<file path="src/rtl/sdr_mask_pkg.sv">
package sdr_mask_pkg;

  // A lane is active on a beat only when its mask is low.
  function automatic logic lane_keep(input logic beat, input logic mask);
    return beat & ~mask;
  endfunction

  // Gate one lane of data with its enable; polarity is never changed.
  function automatic logic [7:0] lane_gate8(input logic [7:0] d, input logic en);
    return en ? d : 8'h00;
  endfunction

endpackage

</file>
<file path="src/rtl/sdr_wr_mask.sv">
module sdr_wr_mask #(
  parameter int LANES  = 2,
  parameter int LANE_W = 8
) (
  input  logic                      wr_beat,
  input  logic [LANES-1:0]          lane_mask,
  input  logic [LANES*LANE_W-1:0]   wr_data,
  output logic [LANES-1:0]          arr_wr_en,
  output logic [LANES*LANE_W-1:0]   arr_wr_data
);
  import sdr_mask_pkg::*;

  // Write masking acts in the cycle the mask is sampled: no register here.
  for (genvar g = 0; g < LANES; g++) begin : g_lane
    assign arr_wr_en[g] = lane_keep(wr_beat, lane_mask[g]);
  end

  assign arr_wr_data = wr_data;

endmodule

</file>
<file path="src/rtl/sdr_rd_mask.sv">
module sdr_rd_mask #(
  parameter int LANES    = 2,
  parameter int LANE_W   = 8,
  parameter int READ_LAG = 2
) (
  input  logic                      clk,
  input  logic                      rst,
  input  logic                      rd_beat,
  input  logic [LANES-1:0]          lane_mask,
  input  logic [LANES*LANE_W-1:0]   arr_rd_data,
  output logic [LANES-1:0]          rd_keep,
  output logic [LANES-1:0]          bus_oe,
  output logic [LANES*LANE_W-1:0]   bus_out
);
  import sdr_mask_pkg::*;

  localparam int LAST = READ_LAG - 1;

  logic [LANES-1:0] stage_q [READ_LAG];

  for (genvar g = 0; g < LANES; g++) begin : g_keep
    assign rd_keep[g] = lane_keep(rd_beat, lane_mask[g]);
  end

  always_ff @(posedge clk) begin
    if (rst) stage_q[0] <= '0;
    else     stage_q[0] <= rd_keep;
  end

  for (genvar s = 1; s < READ_LAG; s++) begin : g_stage
    always_ff @(posedge clk) begin
      if (rst) stage_q[s] <= '0;
      else     stage_q[s] <= stage_q[s-1];
    end
  end

  assign bus_oe = stage_q[LAST];

  for (genvar g = 0; g < LANES; g++) begin : g_out
    assign bus_out[g*LANE_W +: LANE_W] =
      bus_oe[g] ? arr_rd_data[g*LANE_W +: LANE_W] : '0;
  end

endmodule

</file>
<file path="src/rtl/sdr_burst_count.sv">
module sdr_burst_count #(
  parameter int BURST_W = 3
) (
  input  logic               clk,
  input  logic               rst,
  input  logic               beat,
  input  logic               burst_start,
  output logic [BURST_W-1:0] burst_pos
);

  function automatic logic [BURST_W-1:0] next_pos(
    input logic [BURST_W-1:0] cur, input logic start);
    return start ? BURST_W'(1) : BURST_W'(cur + 1'b1);
  endfunction

  logic [BURST_W-1:0] pos_q;

  always_ff @(posedge clk) begin
    if (rst)       pos_q <= '0;
    else if (beat) pos_q <= next_pos(pos_q, burst_start);
  end

  assign burst_pos = pos_q;

endmodule

</file>
<file path="src/rtl/sdr_mask_path.sv">
module sdr_mask_path #(
  parameter int LANES    = 2,
  parameter int LANE_W   = 8,
  parameter int READ_LAG = 2,
  parameter int BURST_W  = 3
) (
  input  logic                      clk,
  input  logic                      rst,
  input  logic                      wr_beat,
  input  logic                      rd_beat,
  input  logic                      burst_start,
  input  logic [LANES-1:0]          lane_mask,
  input  logic [LANES*LANE_W-1:0]   wr_data,
  input  logic [LANES*LANE_W-1:0]   arr_rd_data,
  output logic [LANES-1:0]          arr_wr_en,
  output logic [LANES*LANE_W-1:0]   arr_wr_data,
  output logic [LANES-1:0]          bus_oe,
  output logic [LANES*LANE_W-1:0]   bus_out,
  output logic [BURST_W-1:0]        burst_pos
);

  logic             beat_any;
  logic [LANES-1:0] rd_keep;

  assign beat_any = wr_beat | rd_beat;

  sdr_wr_mask #(.LANES(LANES), .LANE_W(LANE_W)) u_wr (
    .wr_beat     (wr_beat),
    .lane_mask   (lane_mask),
    .wr_data     (wr_data),
    .arr_wr_en   (arr_wr_en),
    .arr_wr_data (arr_wr_data)
  );

  sdr_rd_mask #(.LANES(LANES), .LANE_W(LANE_W), .READ_LAG(READ_LAG)) u_rd (
    .clk         (clk),
    .rst         (rst),
    .rd_beat     (rd_beat),
    .lane_mask   (lane_mask),
    .arr_rd_data (arr_rd_data),
    .rd_keep     (rd_keep),
    .bus_oe      (bus_oe),
    .bus_out     (bus_out)
  );

  sdr_burst_count #(.BURST_W(BURST_W)) u_cnt (
    .clk         (clk),
    .rst         (rst),
    .beat        (beat_any),
    .burst_start (burst_start),
    .burst_pos   (burst_pos)
  );

endmodule

</file>
<file path="config.mk">
export PLATFORM = sky130hd
export DESIGN_NAME = sdr_mask_path
export DESIGN_NICKNAME = d
export VERILOG_FILES = /design/src/rtl/sdr_mask_pkg.sv /design/src/rtl/sdr_wr_mask.sv /design/src/rtl/sdr_rd_mask.sv /design/src/rtl/sdr_burst_count.sv /design/src/rtl/sdr_mask_path.sv
export SDC_FILE = /design/constraint.sdc
export NUM_CORES = 1
export LEC_CHECK = 0
export BUFFER_PORTS_ARGS = -buffer_cell sky130_fd_sc_hd__buf_4
export CAP_MARGIN = 20
export CORE_ASPECT_RATIO = 0.8
export CORE_UTILIZATION = 25
export CTS_BUF_LIST = sky130_fd_sc_hd__clkbuf_4
export DETAILED_ROUTE_END_ITERATION = 8
export GPL_TIMING_DRIVEN = 0
export PLACE_DENSITY_LB_ADDON = 0.08
export SLEW_MARGIN = 20
export SYNTH_ARGS = -nofsm -noshare
export SYNTH_HDL_FRONTEND = slang
export SYNTH_SLANG_ARGS = --single-unit
</file>
<file path="constraint.sdc">
create_clock -name clk -period 1.15 [get_ports clk]
set_input_delay 0.115 -clock clk [delete_from_list [all_inputs] [get_ports clk]]
set_output_delay 0.115 -clock clk [all_outputs]
set_load 0.1 [all_outputs]
</file>
Word-level counts from Yosys, hierarchy flattened
Memories as Yosys holds them, arrays and structs flattened.
Index checks and enable logic that the tools add are counted.
{ "totals": {"word_cells": 20, "inputBits": 39, "n_memories": 1, "out_inout_bits": 39, "romBits": 0, "ramBits": 4, "latch_bits": 0, "ff_bits": 3} }
{ "op_classes": {"div_mod_pow": 0, "n_shift": 0, "order_cmp": 0, "n_reduce_logical": 0, "n_mul": 0, "bitwise_logic": 9, "eq_ne": 0, "n_mux": 8, "add_sub_neg": 1} }
{ "memory_table": {"columns": ["name", "depth", "word_bits", "rd", "rd_clocked_by_memory_dff", "write_ports", "line", "source"], "rows": [
  ["u_rd.stage_q", 2, 2, 2, 0, 2, "sdr_rd_mask.sv:19", "logic [LANES-1:0] stage_q [READ_LAG];"]
]} }
{ "ops": {"columns": ["op", "count"], "rows": [
  ["$mux 8", 2],
  ["$and 1x1->1", 4],
  ["$mux 2", 2],
  ["$add 3x1->3 const B", 1],
  ["$mux 1", 3],
  ["$mux 3", 1],
  ["$or 1x1->1", 3],
  ["$not 1->1", 2]
]} }

Longest topological paths before layout
Gate-level depths: netlist (run 1).
{ "depth": {"ltp_word": 3, "ltp_mapped": 4, "mapped_depth_nobuf": 4} }

By module
From an unflattened synthesis (run 1), not the netlist that was laid out.
{ "hier_totals": {"hier_cells": 59, "area_unflattened_um2": 529.3} }
{ "by_module_without_submodules": {"columns": ["module", "area_per_inst_um2", "instances", "seq_area_each_um2", "cells_each"], "rows": [
  ["sdr_rd_mask", 230.2, 1, 80.1, 26],
  ["sdr_wr_mask", 147.6, 1, 0.0, 18],
  ["sdr_burst_count", 145.1, 1, 60.1, 14],
  ["sdr_mask_path", 6.3, 1, 0.0, 1]
]} }

Worst setup path before layout (run 1)
No wires, ideal clock.
{ "synth_timing": {"kind": "register -> output", "start": "mem u_rd.stage_q[1][0]", "end": "out bus_out[0]", "path_stages_with_launch": 2, "n_path_buf": 0, "required_ns": 1.035, "path_slack_ns": -0.834, "arrival_time_ns": 1.869, "path_cell_list": "dfxtp_1 > and2_1"} }
{ "synth_lines": {"columns": ["item", "line", "source"], "rows": [
  ["from (decl)", "sdr_rd_mask.sv:19", null],
  ["to (decl)", "sdr_mask_path.sv:18", "output logic [LANES*LANE_W-1:0] bus_out,"]
]} }

Worst setup path in the final report (run 1)
{ "layout_timing": {"start": "reg u_cnt.pos_q[0] (netlist: u_cnt.burst_pos[0])", "end": "reg u_cnt.pos_q[1] (netlist: u_cnt.burst_pos[1])"} }
{ "layout_via": {"elab_chain_len": 2} }
{ "layout_rtl": {"columns": ["item", "line", "source"], "rows": [
  ["from (decl)", "sdr_burst_count.sv:16", "logic [BURST_W-1:0] pos_q;"],
  ["from (signal assigned)", "sdr_burst_count.sv:20", "else if (beat) pos_q <= next_pos(pos_q, burst_start);"],
  ["$add 3x1->3", "sdr_burst_count.sv:13", "return start ? BURST_W'(1) : BURST_W'(cur + 1'b1);"],
  ["$mux 3", "sdr_burst_count.sv:13", null]
]} }
No other way between the ends.
A chain may end at the register's enable or synchronous reset.

==> impl_metrics.json, run 1 <==
{
  "tightest_slew_ns": 0.280,
  "reg2reg_depth": 3,
  "max_freq_mhz": 870,
  "p_leak_nw": 0.594,
  "die_y_um": 41.2,
  "synth_top_area_cell": "dfxtp_1",
  "hold_class": "in -> reg",
  "cts.path.max_buffers": 2,
  "power_density_mw_per_mm2": 956,
  "seqPwrFrac_pct": 23.5,
  "synthTopCellsByArea": "dfxtp_1 (29%), buf_4 (25%), and2_1 (21%)",
  "cts_setup_buffers": 0,
  "tritoncts": "done",
  "area_delta_synth_final_pct": 142,
  "p_int_uw": 585,
  "clk_pin_slew_ns": 0.05,
  "grt_pass1_vias": 503,
  "async_flop_share_pct": 0,
  "switching_share_pct": 47.3,
  "seqCellArea_um2": 156,
  "period_share_pct": 100,
  "crit_type": "reg -> reg",
  "hpwl_mm": 1.14,
  "antenna_found_initial": 0,
  "finalHoldViolCount": 0,
  "avgSynthCellArea_um2": 8.28,
  "utilization_pct": 68.1,
  "cts_hold_buf": 0,
  "die_w_um": 51.0,
  "cp_data_required_time_ns": 1.33,
  "drc_errors": 0,
  "reg2reg_slack_ns": 0.0003,
  "die_area_mm2": 0.00210,
  "synthCells": 58,
  "power_mw": 1.11,
  "cts.sinks": 7,
  "comb_power_share_pct": 54.3,
  "rsz0062_at_grt": "true",
  "clkPwrFrac_pct": 22.2,
  "groute.usage.overall_pct": 13.7,
  "grt_pass1_wl_mm": 2.09,
  "ys_seq_area_share_pct": 29.2,
  "synth_area_um2": 480,
  "synth_top_area_share_pct": 29.2,
  "yosys_warnings": 0,
  "hold_start": "lane_mask[0]",
  "fill_cells": 122,
  "initial_utilization_pct": 28.1,
  "rows": 13,
  "vias_per_cell": 4.18,
  "synth_fp_nets": 98,
  "p_switching_uw": 526,
  "critPathMaxFanout": 4,
  "regToRegStartpoint": "u_cnt.burst_pos[0]",
  "slew_headroom_pct": 81.5,
  "drive_gt1_share_pct": 87.8,
  "rr_endpoint": "u_cnt.burst_pos[1]",
  "drtPass1Iterations": 4,
  "start_kind": "flip-flop",
  "diodes": 0,
  "ys_seq_elements": 7,
  "grt-ovfl-total": 0,
  "grt_start_max_net_pins": 10,
  "cts_max_level": 1,
  "status": "completed",
  "drv_slew": 0,
  "skew_ns": 0.00476,
  "whs_path_depth": 2,
  "period_minus_slack_ns": 1.15,
  "ir_drop_uv": 747,
  "portBuffers": 61,
  "wl_per_cell_um": 10.9,
  "cp-end-kind": "flip-flop",
  "finalSetupViolCount": 0,
  "cp_data_arrival_time_ns": 1.33,
  "ios": 78,
  "clk_latency_ns": 0.25,
  "cts_root_buffer": "clkbuf_4",
  "synth_ff_type": "dfxtp_1",
  "vias": 606,
  "core_mm2": 0.00171,
  "num-nets-final": 164,
  "gp_congestion": 0.784,
  "antenna_left": 0,
  "cts-buffers-inserted": 3,
  "ys_types": 16,
  "wl_mm": 1.58,
  "synth_common_cells": "and2_1 (16), buf_4 (16), dfxtp_1 (7), nor2b_1 (4), nor2_1 (3)",
  "multi_input_area_um2": 280,
  "post_cts_resized": 16,
  "min_to": "u_rd.stage_q[0][0]",
  "drt_iter0_drc": 4,
  "synth_edf_count": 0,
  "cap_violations": 0
}
## worst max-delay path by stage
stage / from / endpoint / slack (ns) / cells past startpoint
6_report: u_cnt.burst_pos[0] / u_cnt.burst_pos[1] / 0.0003 / 3
5_1_grt: u_cnt.burst_pos[0] / u_cnt.burst_pos[1] / -0.05 / 3
4_1_cts: u_cnt.burst_pos[0] / u_cnt.burst_pos[1] / -0.0009 / 3
3_5_place_dp: u_cnt.burst_pos[0] / u_cnt.burst_pos[1] / 0.003 / 3
3_3_place_gp: u_cnt.burst_pos[0] / u_cnt.burst_pos[1] / 0.02 / 3
2_1_floorplan: u_cnt.burst_pos[0] / u_cnt.burst_pos[1] / -0.09 / 3
## metrics by stage
step	instances	instance area [um2]	setup WS, ns	TNS (ns)	hold slack [ns]
3_5_place_dp	141	1040	0.00272	0	0.295
4_1_cts	145	1130	-0.000943	-0.000943	0.0262
5_1_grt	145	1160	-0.0456	-0.0456	0.0202
2_1_floorplan	58	553	-0.0860	-0.142	0.174
6_report	145	1160	0.000346	0	0.0322
3_3_place_gp	141	1040	0.0180	0	0.293
## power by group through the flow
stage                     Clock, mW  Sequential (mW)  Combinational (mW)
after floorplan                   0            0.316               0.395
after global placement            0            0.265               0.586
after detailed placement          0            0.266               0.589
after CTS                     0.255            0.261               0.598
after global routing          0.272            0.263               0.623
final                         0.247            0.261               0.604
## cell families (layout without fill, tap and decap cells)
family                     Yosys count  after routing  synth area share (%)
and+or+nand+nor                     29             29                  36.5
buffers and inverters               16             81                  25.0
DFF                                  7              7                  29.2
AOI/OAI and AO/OA                    5              5                  6.77
adders and majority gates            1              1                  2.60
## layout by cell type (no fill, tap or decap)
cell type,n
o21ai_0,1
clkbuf_4,4
ha_4,1
and2_2,1
dfxtp_1,2
buf_4,61
nor2_1,3
nand2_1,1
nor2b_1,2
buf_6,8
a21oi_2,1
nor2_2,1
dfxtp_2,1
nand3b_1,1
and2_4,15
nor3_1,1
or2b_1,1
nor2b_2,2
buf_8,8
o21ba_2,1
or3b_1,1
dfxtp_4,4
a211oi_1,1
a21oi_1,1
## layer usage
| metal | routed length (um) | share of wire (%) | global-route usage (%) | vias to the layer above |
|---|---|---|---|---|
| li1 | - | - | - | 299 |
| met1 | 592 | 38 | 15.0 | 252 |
| met2 | 719 | 46 | 25.3 | 55 |
| met3 | 266 | 17 | 6.67 | 0 |
| met4 | 0 | 0 | 2.08 | 0 |
| met5 | 0 | 0 | 0 | - |
## critical path, stage by stage, from the launching register on
cell,delay [ns]
dfxtp_4,0.36
ha_4,0.25
or3b_1,0.36
a21oi_2,0.12
## registers in the layout (all words and copies together), names as in the netlist
signal / cells
u_cnt.burst_pos: 3
u_rd.stage_q: 4
## layout make-up
cell class	instances	share of cell area, %
repair buffers	61	47.1
multi-input cells	35	24.1
plain buffers	16	10.3
flip-flops and latches	7	13.5
well taps	22	2.37
clock buffers	4	2.58
(Power assumes the default switching activity.)
==> run 2: changes to the inputs <==
--- a/config.mk
+++ b/config.mk
@@ -8,12 +8,14 @@
 export BUFFER_PORTS_ARGS = -buffer_cell sky130_fd_sc_hd__buf_4
 export CAP_MARGIN = 20
 export CORE_ASPECT_RATIO = 0.8
-export CORE_UTILIZATION = 25
+export CORE_UTILIZATION = 27
 export CTS_BUF_LIST = sky130_fd_sc_hd__clkbuf_4
 export DETAILED_ROUTE_END_ITERATION = 8
 export GPL_TIMING_DRIVEN = 0
 export PLACE_DENSITY_LB_ADDON = 0.08
+export SETUP_SLACK_MARGIN = 0.05
 export SLEW_MARGIN = 20
 export SYNTH_ARGS = -nofsm -noshare
 export SYNTH_HDL_FRONTEND = slang
+export SYNTH_HIERARCHICAL = 1
 export SYNTH_SLANG_ARGS = --single-unit
==> run 2 against run 1 <==
- utilization up 7.4 points
- total power grew 1.4%
- non-clock buffer count is the same
- count of clock-buffer cells in the layout stayed put
- global-route usage grew 1.9 points
- critical path depth is 1 lower
- routed wire length up 19%
- largest power group unchanged
==> impl_metrics.json, run 2 <==
{
  "status": "completed",
  "start_kind": "flip-flop",
  "cp_data_arrival_time_ns": 0.97,
  "synth_fp_nets": 97,
  "skew_ns": 0.000508,
  "use_met1_pct": 14.8,
  "slew_headroom_pct": 81.3,
  "regToRegStartpoint": "u_cnt/burst_pos[0]",
  "cts.path.max_buffers": 2,
  "portBuffers": 61,
  "hold_class": "in -> reg",
  "die_y_um": 41.1,
  "crit_type": "reg -> out",
  "tightest_slew_ns": 0.283,
  "synth_area_um2": 517,
  "period_share_pct": 94.7,
  "largest_reg_flops": 4,
  "antenna_found_initial": 0,
  "fin_ws_ns": 0.0604,
  "area_delta_synth_final_pct": 149,
  "critPathMaxStageDelay_ns": 0.39,
  "grt_start_max_net_pins": 10,
  "rows": 13,
  "dp_slack_ns": 0.215,
  "gp_congestion": 0.724,
  "power_density_mw_per_mm2": 874,
  "layout.cells.non_filler": 144,
  "grt-busiest-layer": "met2",
  "cts_max_level": 1,
  "diodes": 0,
  "drive_gt1_share_pct": 87.7,
  "hold_start": "lane_mask[1]",
  "antenna_left": 0,
  "drtPass1Iterations": 2,
  "setup_tns_ns": 0,
  "finalSetupViolCount": 0,
  "slowest_stage": "dfxtp_4",
  "period_minus_slack_ns": 1.09,
  "path_buf_inv": 1,
  "critPathLaunch": "u_rd/stage_q[1][0]",
  "crit_chain": "and2_4 > buf_12",
  "synthCells": 57,
  "hpwl_mm": 1.15,
  "cp-end-kind": "output pin",
  "die_w_um": 50.9,
  "groute.usage.overall_pct": 15.6,
  "drv_slew": 0,
  "cp_data_required_time_ns": 1.03,
  "vias": 635,
  "clk_pin_slew_ns": 0.05,
  "cts.sinks": 7,
  "layout_common_cells": "buf_4 (61), buf_12 (16), and2_4 (16)",
  "cap_violations": 0,
  "avgSynthCellArea_um2": 9.07,
  "grt_pass1_wl_mm": 2.26,
  "drc_errors": 0,
  "max_freq_mhz": 918,
  "rsz0062_at_grt": "true",
  "p_leak_nw": 0.635,
  "ios": 78,
  "utilization_pct": 75.5,
  "num-nets-final": 163,
  "finalHoldViolCount": 0,
  "cts_setup_buffers": 0,
  "initial_utilization_pct": 30.3,
  "power_mw": 1.13,
  "postLayoutCellArea_mm2": 0.00129,
  "core_mm2": 0.00171,
  "ir_drop_uv": 708,
  "cts-buffers-inserted": 3,
  "final_common_cell": "buf_4",
  "tritoncts": "done",
  "critPathMaxFanout": 9,
  "drt_iter0_drc": 4,
  "place_inst": 140,
  "die_area_mm2": 0.00209,
  "cts_root_buffer": "clkbuf_4",
  "crit_family": "flip-flops",
  "clk_latency_ns": 0.25,
  "grt_pass1_vias": 520,
  "grt-ovfl-total": 0,
  "dpl_cell_area_mm2": 0.00106,
  "holdWs_ns": 0.0546,
  "met3_usage_pct": 6.30,
  "wl_mm": 1.88,
  "vias_per_cell": 4.41,
  "wl_per_cell_um": 13.0,
  "regMostFlops": "u_rd/stage_q",
  "yosys_warnings": 6,
  "met2_usage_pct": 31.6
}
-- run 2: final cells by class --
class / instances / area [um2]
Fill cell: 115 / 419
Multi-Input combinational cell: 34 / 297
Clock buffer: 4 / 30.0
Buffer: 16 / 120
Timing Repair Buffer: 61 / 658
Sequential cell: 7 / 156
Tap cell: 22 / 27.5
-- run 2: routing by layer --
layer | vias up | share of wire [%]
met4 | 0 | 0.48
met5 | - | 0
met1 | 291 | 33
met2 | 45 | 57
li1 | 297 | -
met3 | 2 | 9.5
-- run 2: what timing repair did --
item / in CTS / in global routing
hold buffers: 0 / 0
gates resized for setup: 42 / 6
endpoints found under the setup margin: 16 / 16
-- run 2: worst paths after layout --
path                              to  slack, ns  cells past startpoint
setup / recovery          bus_out[0]       0.06                      2
hold / removal    u_rd/stage_q[0][1]       0.05                      2
setup reg to reg  u_cnt/burst_pos[2]       0.26                      3
hold reg to reg   u_rd/stage_q[1][0]       0.44                      1
-- run 2: where the power goes --
group | switching [mW] | total, mW | internal, mW
registers | 0.00915 | 0.258 | 0.249
logic | 0.431 | 0.628 | 0.197
clock network | 0.0850 | 0.241 | 0.156
